--- src/rtl/cs_dec_pkg.sv ---
package cs_dec_pkg;
  localparam int CMP_W    = 16;
  localparam int DATA_W   = 32;
  localparam int STRIDE   = 12;
  localparam int OFF_BASE = 0;
  localparam int OFF_MASK = 4;
  localparam int EN_BIT   = 0;
  localparam int LOCK_BIT = 8;

  typedef struct packed {
    logic [CMP_W-1:0] base;
    logic [CMP_W-1:0] amask;
    logic             en;
    logic             lock;
  } win_cfg_t;
endpackage

--- src/rtl/cs_win_regs.sv ---
module cs_win_regs
  import cs_dec_pkg::*;
#(
  parameter int NUM_WIN = 6,
  parameter int CFG_AW  = 7
) (
  input  logic              clk_i,
  input  logic              rst_ni,
  input  logic              cfg_we_i,
  input  logic [CFG_AW-1:0] cfg_addr_i,
  input  logic [DATA_W-1:0] cfg_wdata_i,
  output win_cfg_t          cfg_o [NUM_WIN],
  output logic              boot_o
);
  logic [NUM_WIN-1:0] mask_we;

  for (genvar w = 0; w < NUM_WIN; w++) begin : g_win
    localparam int BASE_OFF = w * STRIDE + OFF_BASE;
    localparam int MASK_OFF = w * STRIDE + OFF_MASK;
    logic base_we;
    assign base_we    = cfg_we_i && (cfg_addr_i == CFG_AW'(BASE_OFF));
    assign mask_we[w] = cfg_we_i && (cfg_addr_i == CFG_AW'(MASK_OFF));

    always_ff @(posedge clk_i or negedge rst_ni) begin
      if (!rst_ni) begin
        cfg_o[w] <= '0;
      end else begin
        if (base_we) cfg_o[w].base <= cfg_wdata_i[DATA_W-1 -: CMP_W];
        if (mask_we[w]) begin
          cfg_o[w].amask <= cfg_wdata_i[DATA_W-1 -: CMP_W];
          cfg_o[w].lock  <= cfg_wdata_i[LOCK_BIT];
          cfg_o[w].en    <= cfg_wdata_i[EN_BIT];
        end
      end
    end
  end

  // catch-all mode of window 0 ends on its first enable, sticky until reset
  always_ff @(posedge clk_i or negedge rst_ni) begin
    if (!rst_ni)                            boot_o <= 1'b1;
    else if (mask_we[0] && cfg_wdata_i[EN_BIT]) boot_o <= 1'b0;
  end
endmodule

--- src/rtl/cs_win_match.sv ---
module cs_win_match
  import cs_dec_pkg::*;
#(
  parameter int NUM_WIN = 6
) (
  input  logic [CMP_W-1:0]   addr_hi_i,
  input  win_cfg_t           cfg_i [NUM_WIN],
  input  logic               boot_i,
  output logic [NUM_WIN-1:0] match_o,
  output logic [NUM_WIN-1:0] lock_o
);
  for (genvar w = 0; w < NUM_WIN; w++) begin : g_cmp
    logic eq;
    assign eq        = ((addr_hi_i ^ cfg_i[w].base) & ~cfg_i[w].amask) == '0;
    assign lock_o[w] = cfg_i[w].lock;
    if (w == 0) begin : g_glob
      assign match_o[w] = boot_i || (cfg_i[w].en && eq);
    end else begin : g_norm
      assign match_o[w] = cfg_i[w].en && eq;
    end
  end
endmodule

--- src/rtl/cs_prio_pick.sv ---
module cs_prio_pick #(
  parameter int NUM_WIN = 6,
  localparam int IDX_W  = $clog2(NUM_WIN)
) (
  input  logic [NUM_WIN-1:0] req_i,
  output logic [NUM_WIN-1:0] gnt_o,
  output logic [IDX_W-1:0]   idx_o,
  output logic               any_o
);
  always_comb begin
    logic found;
    found = 1'b0;
    gnt_o = '0;
    idx_o = '0;
    for (int w = 0; w < NUM_WIN; w++) begin
      if (req_i[w] && !found) begin
        found    = 1'b1;
        gnt_o[w] = 1'b1;
        idx_o    = IDX_W'(w);
      end
    end
    any_o = found;
  end
endmodule

--- src/rtl/cs_window_decoder.sv ---
module cs_window_decoder
  import cs_dec_pkg::*;
#(
  parameter int NUM_WIN = 6,
  parameter int ADDR_W  = 32,
  parameter int CFG_AW  = 7,
  localparam int IDX_W  = $clog2(NUM_WIN)
) (
  input  logic               clk_i,
  input  logic               rst_ni,
  input  logic               cfg_we_i,
  input  logic [CFG_AW-1:0]  cfg_addr_i,
  input  logic [31:0]        cfg_wdata_i,
  input  logic               acc_valid_i,
  input  logic [ADDR_W-1:0]  acc_addr_i,
  input  logic               acc_write_i,
  output logic [NUM_WIN-1:0] cs_o,
  output logic               hit_o,
  output logic [IDX_W-1:0]   win_idx_o,
  output logic               berr_o
);
  win_cfg_t           cfg [NUM_WIN];
  logic               boot;
  logic [NUM_WIN-1:0] match, lock, gnt;
  logic [IDX_W-1:0]   idx;
  logic               any, blocked;

  cs_win_regs #(.NUM_WIN(NUM_WIN), .CFG_AW(CFG_AW)) u_regs (
    .clk_i, .rst_ni, .cfg_we_i, .cfg_addr_i, .cfg_wdata_i,
    .cfg_o(cfg), .boot_o(boot)
  );

  cs_win_match #(.NUM_WIN(NUM_WIN)) u_match (
    .addr_hi_i(acc_addr_i[ADDR_W-1 -: CMP_W]), .cfg_i(cfg), .boot_i(boot),
    .match_o(match), .lock_o(lock)
  );

  cs_prio_pick #(.NUM_WIN(NUM_WIN)) u_pick (
    .req_i(match), .gnt_o(gnt), .idx_o(idx), .any_o(any)
  );

  assign blocked = acc_write_i && |(gnt & lock);

  always_ff @(posedge clk_i or negedge rst_ni) begin
    if (!rst_ni) begin
      cs_o <= '0; hit_o <= 1'b0; win_idx_o <= '0; berr_o <= 1'b0;
    end else if (acc_valid_i) begin
      cs_o      <= blocked ? '0 : gnt;
      hit_o     <= any;
      win_idx_o <= idx;
      berr_o    <= blocked;
    end else begin
      cs_o <= '0; hit_o <= 1'b0; win_idx_o <= '0; berr_o <= 1'b0;
    end
  end
endmodule

--- config.mk ---
export PLATFORM = sky130hd
export DESIGN_NAME = cs_window_decoder
export DESIGN_NICKNAME = d
export VERILOG_FILES = /design/src/rtl/cs_dec_pkg.sv /design/src/rtl/cs_win_regs.sv /design/src/rtl/cs_win_match.sv /design/src/rtl/cs_prio_pick.sv /design/src/rtl/cs_window_decoder.sv
export SDC_FILE = /design/constraint.sdc
export NUM_CORES = 1
export LEC_CHECK = 0
export ABC_AREA = 1
export BUFFER_PORTS_ARGS = -buffer_cell sky130_fd_sc_hd__buf_2
export CAP_MARGIN = 20
export CORE_MARGIN = 4
export CORE_UTILIZATION = 64
export DETAILED_ROUTE_END_ITERATION = 6
export GPL_TIMING_DRIVEN = 0
export PLACE_DENSITY = 0.94
export SLEW_MARGIN = 25
export SYNTH_ARGS = -nofsm -noshare
export SYNTH_HDL_FRONTEND = slang
export SYNTH_SLANG_ARGS = --single-unit
--- constraint.sdc ---
create_clock -name clk_i -period 3.4 [get_ports clk_i]
set_clock_uncertainty 0.05 [all_clocks]
set_input_delay 0 -clock clk_i [delete_from_list [all_inputs] [get_ports clk_i]]
set_output_delay 0 -clock clk_i [all_outputs]
set_load 0.01 [all_outputs]
After elaboration in Yosys (flattened, before gate mapping). Cells that the tools add are included.

Equality and inequality tests: 11. Multiplexer cells: 21. Bitwise logic cells: 19. Reduce and logical (&&, ||, !) cells: 39.

Operators with widths (number): AND 16 bit (6); zero test 16 bit (6); NOT 16 bit (6); XOR 16 bit (6); == test 7 x 6 -> 1 bit (second input constant) (5); logical AND 1 bit (25); == test 7 x 5 -> 1 bit (second input constant) (3); 2-to-1 mux 1 bit (14); 2-to-1 mux 6 bit (2); 2-to-1 mux 3 bit (3); == test 7 x 3 -> 1 bit (second input constant) (1); == test 7 x 4 -> 1 bit (second input constant) (1); == test 7 bit (second input constant) (1); zero test 7 bit (1); AND 6 bit (1); OR reduction 6 bit (1); zero test 1 bit (5); 2-to-1 mux 2 bit (2); logical OR 1 bit (1).

Register bits: 216. Input bits: 76. Output and inout bits: 11. Word-level logic and storage cells: 119.

Longest topological paths before layout.
Word-level depth: 26. Depth in mapped cells: 15. Mapped depth without buffers: 14.

Modules after synthesis. Synthesis repeated with hierarchy kept, for this count alone.

Cell total of the unflattened synthesis: 1438. Area, all modules: 10603.9 um^2.

Modules (own cells, without submodules): cs_win_regs (instances 1, cells an instance 927, area an instance 8127.8 um^2, seq. area each 5131.2 um^2); cs_win_match (instances 1, cells an instance 441, area an instance 1940.6 um^2, seq. area each 0.0 um^2); cs_window_decoder (instances 1, cells an instance 47, area an instance 424.2 um^2, seq. area each 275.3 um^2); cs_prio_pick (instances 1, cells an instance 23, area an instance 111.4 um^2, seq. area each 0.0 um^2).

Least setup slack after synthesis. No wires, ideal clock.

Path kind: register -> register. Start point: reg u_regs.cfg_o[203] (netlist bit). End point: reg berr_o. Library setup time: 0.117 ns. Arrival time: 1.424 ns. Required time: 3.233 ns. Slack: 1.808 ns. Stages on the path, launching flop included: 15. Buffers on the path: 0. Clock period less this slack: 1.592 ns. Cell sequence: dfrtp_1 -> inv_1 -> nand2_2 -> nand3_2 -> nand2_1 -> nor2_2 -> nand3_2 -> o21ai_2 -> nor2_2 -> nand2_2 -> nand3_2 -> nor2_4 -> nand3_4 -> nand2_2 -> nor2_2.

Longest elaborated chain between the ends: 25. Elaborated cells between the ends (all ways): 29. Those cells by class: 11 x mux; 3 x bitwise; 15 x reduce/logical.

Ends and longest elaborated chain: from (decl) (line cs_win_regs.sv:12) `output win_cfg_t cfg_o [NUM_WIN],`; XOR 16 bit (*) (line cs_win_match.sv:14) `assign eq = ((addr_hi_i ^ cfg_i[w].base) & ~cfg_i[w].amask) == '0;`; AND 16 bit (*) (line cs_win_match.sv:14); zero test 16 bit (*) (line cs_win_match.sv:14); logical AND 1 bit (*) (line cs_win_match.sv:17) `assign match_o[w] = boot_i || (cfg_i[w].en && eq);`; logical OR 1 bit (*) (line cs_win_match.sv:17); 2-to-1 mux 1 bit (*) (line cs_prio_pick.sv:16) `if (req_i[w] && !found) begin`; zero test 1 bit (line cs_prio_pick.sv:16); logical AND 1 bit (line cs_prio_pick.sv:16); (+9 left out); 2-to-1 mux 1 bit (line cs_prio_pick.sv:16); zero test 1 bit (line cs_prio_pick.sv:16); logical AND 1 bit (line cs_prio_pick.sv:16); 2-to-1 mux 1 bit (line cs_prio_pick.sv:16); AND 6 bit (*) (line cs_window_decoder.sv:42) `assign blocked = acc_write_i && |(gnt & lock);`; OR reduction 6 bit (*) (line cs_window_decoder.sv:42); logical AND 1 bit (*) (line cs_window_decoder.sv:42); 2-to-1 mux 1 bit (*) (line cs_window_decoder.sv:47) `end else if (acc_valid_i) begin`; to (signal assigned) (line cs_window_decoder.sv:51) `berr_o <= blocked;`; to (decl) (line cs_window_decoder.sv:20) `output logic berr_o`.

Every way passes the cells marked *; elsewhere a longest branch is shown, timed or not. A chain may end at the register's enable or synchronous reset.

Final worst setup path.
Start point: reg u_regs.cfg_o[93] (netlist bit). End point: reg cs_o[0].

Longest elaborated chain between the ends: 17. Elaborated cells between the ends (all ways): 19. Those cells by class: 7 x mux; 3 x bitwise; 9 x reduce/logical.

Ends and longest elaborated chain: XOR 16 bit (*) (line cs_win_match.sv:14); AND 16 bit (*) (line cs_win_match.sv:14); zero test 16 bit (*) (line cs_win_match.sv:14); logical AND 1 bit (*) (line cs_win_match.sv:19) `assign match_o[w] = cfg_i[w].en && eq;`; logical AND 1 bit (*) (line cs_prio_pick.sv:16); 2-to-1 mux 1 bit (line cs_prio_pick.sv:16); zero test 1 bit (line cs_prio_pick.sv:16); logical AND 1 bit (line cs_prio_pick.sv:16); 2-to-1 mux 1 bit (line cs_prio_pick.sv:16); zero test 1 bit (line cs_prio_pick.sv:16); logical AND 1 bit (line cs_prio_pick.sv:16); 2-to-1 mux 1 bit (line cs_prio_pick.sv:16); AND 6 bit (*) (line cs_window_decoder.sv:42); OR reduction 6 bit (*) (line cs_window_decoder.sv:42); logical AND 1 bit (*) (line cs_window_decoder.sv:42); 2-to-1 mux 6 bit (*) (line cs_window_decoder.sv:48) `cs_o <= blocked ? '0 : gnt;`; 2-to-1 mux 6 bit (*) (line cs_window_decoder.sv:47); to (signal assigned) (line cs_window_decoder.sv:48); to (decl) (line cs_window_decoder.sv:17) `output logic [NUM_WIN-1:0] cs_o,`.

Marked as above.

==> impl_metrics.csv <==
group,metric,value,unit
status,run_status,"finished clean",
global_route,grt_start_max_net_pins,98,
min_path,hold_path.class,"primary input to asynchronous set/reset pin",
floorplanning,core,15430,um^2
drt,drt_iter0_markers,1410,
layout,syn2layout_area_growth,16.42,%
floorplanning,fp.dieH,134.2,um
floorplanning,ios,87,
sta,slew_violations,0,
sta,fin_ws,0.7607,ns
drt,ant_nets,0,
pwr,finalPower,6.316,mW
cts,cts_root_buffer,"clkbuf_16",
place,gp_congestion,0.9627,
layout,fin_nets,1448,
critical_path,ff2ff_path_depth,13,
sta,hold_viol,0,
global_route,antenna_found_initial,0,
critical_path,path_max_fanout,7,
job,drv_cap,0,
cts,htreeDepth,1,
cts,post-cts-setup-buffer-count,0,
pwr,p_per_area,532.3,nW/um^2
drt,drtPass1Iterations,7,
floorplanning,initial_core_util,66.06,%
floorplanning,die_width,134.2,um
layout,antennaDiodeCount,0,
pwr,netSwitchingFraction,26.71,%
place,io_buffers,49,
synth,synth_seq_cells,216,
layout,fin_area,11860,um^2
synth,yosysWarnings,0,
drt,via_count,9638,
synth,synth_top_area_share,52.79,%
synth,mappedNetlistNets,1342,
critical_path,required,3.74,ns
global_route,grt_overflow,0,
floorplanning,die-area,18010,um^2
pwr,p_seq_share,46.3,%
cts,cts_buffer_depth,3,
sta,setup-violations-final,0,
synth,syn_inst,1266,
synth,synth.cell_area,10190,um^2
layout,final_core_util,76.90,%
pwr,p_switching,1.687,mW
cts,numCtsBuffers,22,
synth,syn_avg_cell_area,8.050,um^2
sta,worstMarginPinSlew,0.6672,ns
place,place_hpwl,19480,um
pwr,ir_drop,0.4333,mV
sta,tns,0,ns
cts,cts_resized,0,
synth,synth_top_area_cell,"dfrtp_1",
critical_path,endpoint_kind,"flip-flop",
synth,synth_edf_count,0,
synth,synth.distinct_cells,40,
pwr,p_leak,5.645,nW
pwr,p_int,4.628,mW
sta,rsz0062_at_grt,"no",
drt,wl_per_cell,18.85,um
sta,slew_headroom,55.52,%
synth,yosysSeqAreaShare,53.05,%
synth,ys_async_sr_fraction,100.0,%
global_route,grt_pass1_vias,9603,
global_route,grt_pass1_wl,48380,um
place,dp_slack,1.432,ns
sta,fmaxAchievable,0.3789,GHz
cts,clkLatencyLatePin,0.51,ns
drt,drc_errors,0,
sta,post-route-min-period,2.639,ns
critical_path,crit_arrival,2.98,ns
layout,nFillCells,966,
cts,cts_tree,"yes",
drt,viasPerCell,6.028,
cts,cts_sinks,216,
layout,register_area,5406,um^2
layout,multi_input_area,4030,um^2
place,place_area,10770,um^2
global_route,grtUsageTotal,33.80,%
floorplanning,num_rows,45,
critical_path,criticalPathCategory,"flip-flop to flip-flop",
layout,drive_gt1_share,10.81,%
pwr,p_comb_share,12.7,%
sta,finalCritPeriodShare,77.63,%
cts,cts.clk_slew.worst_paths,0.07,ns
critical_path,cp-start-kind,"flip-flop",
pwr,clock_power_share,41.0,%
drt,drt_wl_total,30140,um
synth,synth-main-ff-cell,"dfrtp_1",
synth,synthTopCellsByArea,"dfrtp_1 (53%), nand2_1 (15%), o21ai_0 (9.3%)",
cells in the mapped netlist (2+ instances only):
cell type / number
nor2_2: 9
o21bai_1: 2
o21ai_0: 189
nand3_4: 2
buf_6: 9
nand3_1: 25
nand4_1: 16
nor2_1: 96
nand2_1: 395
or2_1: 3
nor3_2: 2
nand2_2: 6
nand3_2: 7
o21ai_1: 37
buf_4: 3
nand3b_1: 18
nor3_1: 7
a21oi_1: 30
nor4_1: 3
nor2_4: 2
nor3b_1: 3
nor4_2: 2
inv_2: 10
inv_1: 102
clkbuf_1: 52
dfrtp_1: 215
xnor2_1: 8
layout make-up:
class	instances	share of cell area [%]
Multi-Input combinational cell	871	33.97
Tap cell	211	2.225
Inverter	115	3.670
Buffer	64	2.689
Timing Repair Buffer	82	5.315
Clock buffer	33	5.843
Clock inverter	7	0.7171
Sequential cell	216	45.57
metal layers:
layer / wire length [um] / part of all wire, % / global-route usage (%) / vias up
met5: 0 / 0 / 0 / -
met4: 1518 / 5.0 / 16.29 / 0
met3: 3098 / 10 / 6.789 / 138
met2: 14420 / 48 / 55.84 / 688
met1: 11100 / 37 / 43.02 / 4564
li1: - / - / - / 4248
state kept, by name, summed over array words and instances, names as in the netlist:
signal         count
u_regs.cfg_o     204
win_idx_o          3
u_regs.boot_o      1
cs_o               6
berr_o             1
hit_o              1
cell families (layout without fill, tap and decap cells):
kind of cell,count (synthesis),after routing,share of synthesized area [%]
AND/OR/NAND/NOR,601,601,25.82
AO/OA/AOI/OAI,262,262,13.04
flip-flops,216,216,53.05
buffers and inverters,179,301,7.403
XOR/XNOR,8,8,0.6876
layout by cell type (no fill, tap or decap), types with 6 or more instances in the layout:
cell	count
clkbuf_8	8
xnor2_1	8
clkbuf_16	23
nand3b_1	18
o21ai_0	189
nand3_2	7
buf_6	9
o21ai_1	37
nand2_1	395
nor3_1	7
inv_2	10
nand4_1	16
inv_1	102
a21oi_1	30
nor2_2	9
clkbuf_1	54
nand2_2	6
clkinv_2	6
nand3_1	25
dfrtp_1	215
nor2_1	96
dlygate4sd3_1	30
buf_2	48
critical path, cell delays in order (launching register included):
cell and delay, ns:
dfrtp_1 0.40, inv_1 0.07, nand2_1 0.05, nand3b_1 0.20, nand2_1 0.10, nor2_1 0.15, nand3b_1 0.13, nor2_1 0.23
nand4_2 0.18, nor2_2 0.17, nor2_4 0.06, nand3_4 0.09, a21oi_1 0.07, dlygate4sd3_1 0.55
path summary, 6_finish.rpt:
check                                  startpoint  slack (ns)                 to
worst max-delay path             u_regs.cfg_o[93]        0.76            cs_o[0]
worst min-delay path                       rst_ni        0.02  u_regs.cfg_o[173]
worst max register to register   u_regs.cfg_o[93]        0.76            cs_o[0]
worst min register to register  u_regs.cfg_o[181]        0.43  u_regs.cfg_o[181]
max in group asynchronous                  rst_ni        2.82   u_regs.cfg_o[48]
min in group clk_i                  cfg_addr_i[1]        0.10  u_regs.cfg_o[105]
stage by stage:
step	hold slack [ns]	cells
floorplan	-0.3456	1266
global placement	0.1678	1526
finish	0.02260	1599
detailed placement	-0.1520	1528
CTS	0.02717	1599
global route	0.03512	1599
timing repair:
action,CTS,global route
hold buffers,31,0
endpoints found under the hold margin,275,0
setup endpoints to repair,0,0
power groups by stage:
stage          registers (mW)  logic (mW)  clock network [mW]
5_1_grt                  2.94       0.898                2.68
2_1_floorplan            2.92       0.484                   0
4_1_cts                  2.91       0.773                2.57
3_3_place_gp             2.94       0.682                   0
3_5_place_dp             2.95       0.729                   0
6_report                 2.92       0.804                2.59
No activity file was read; power rests on OpenSTA's default activity.
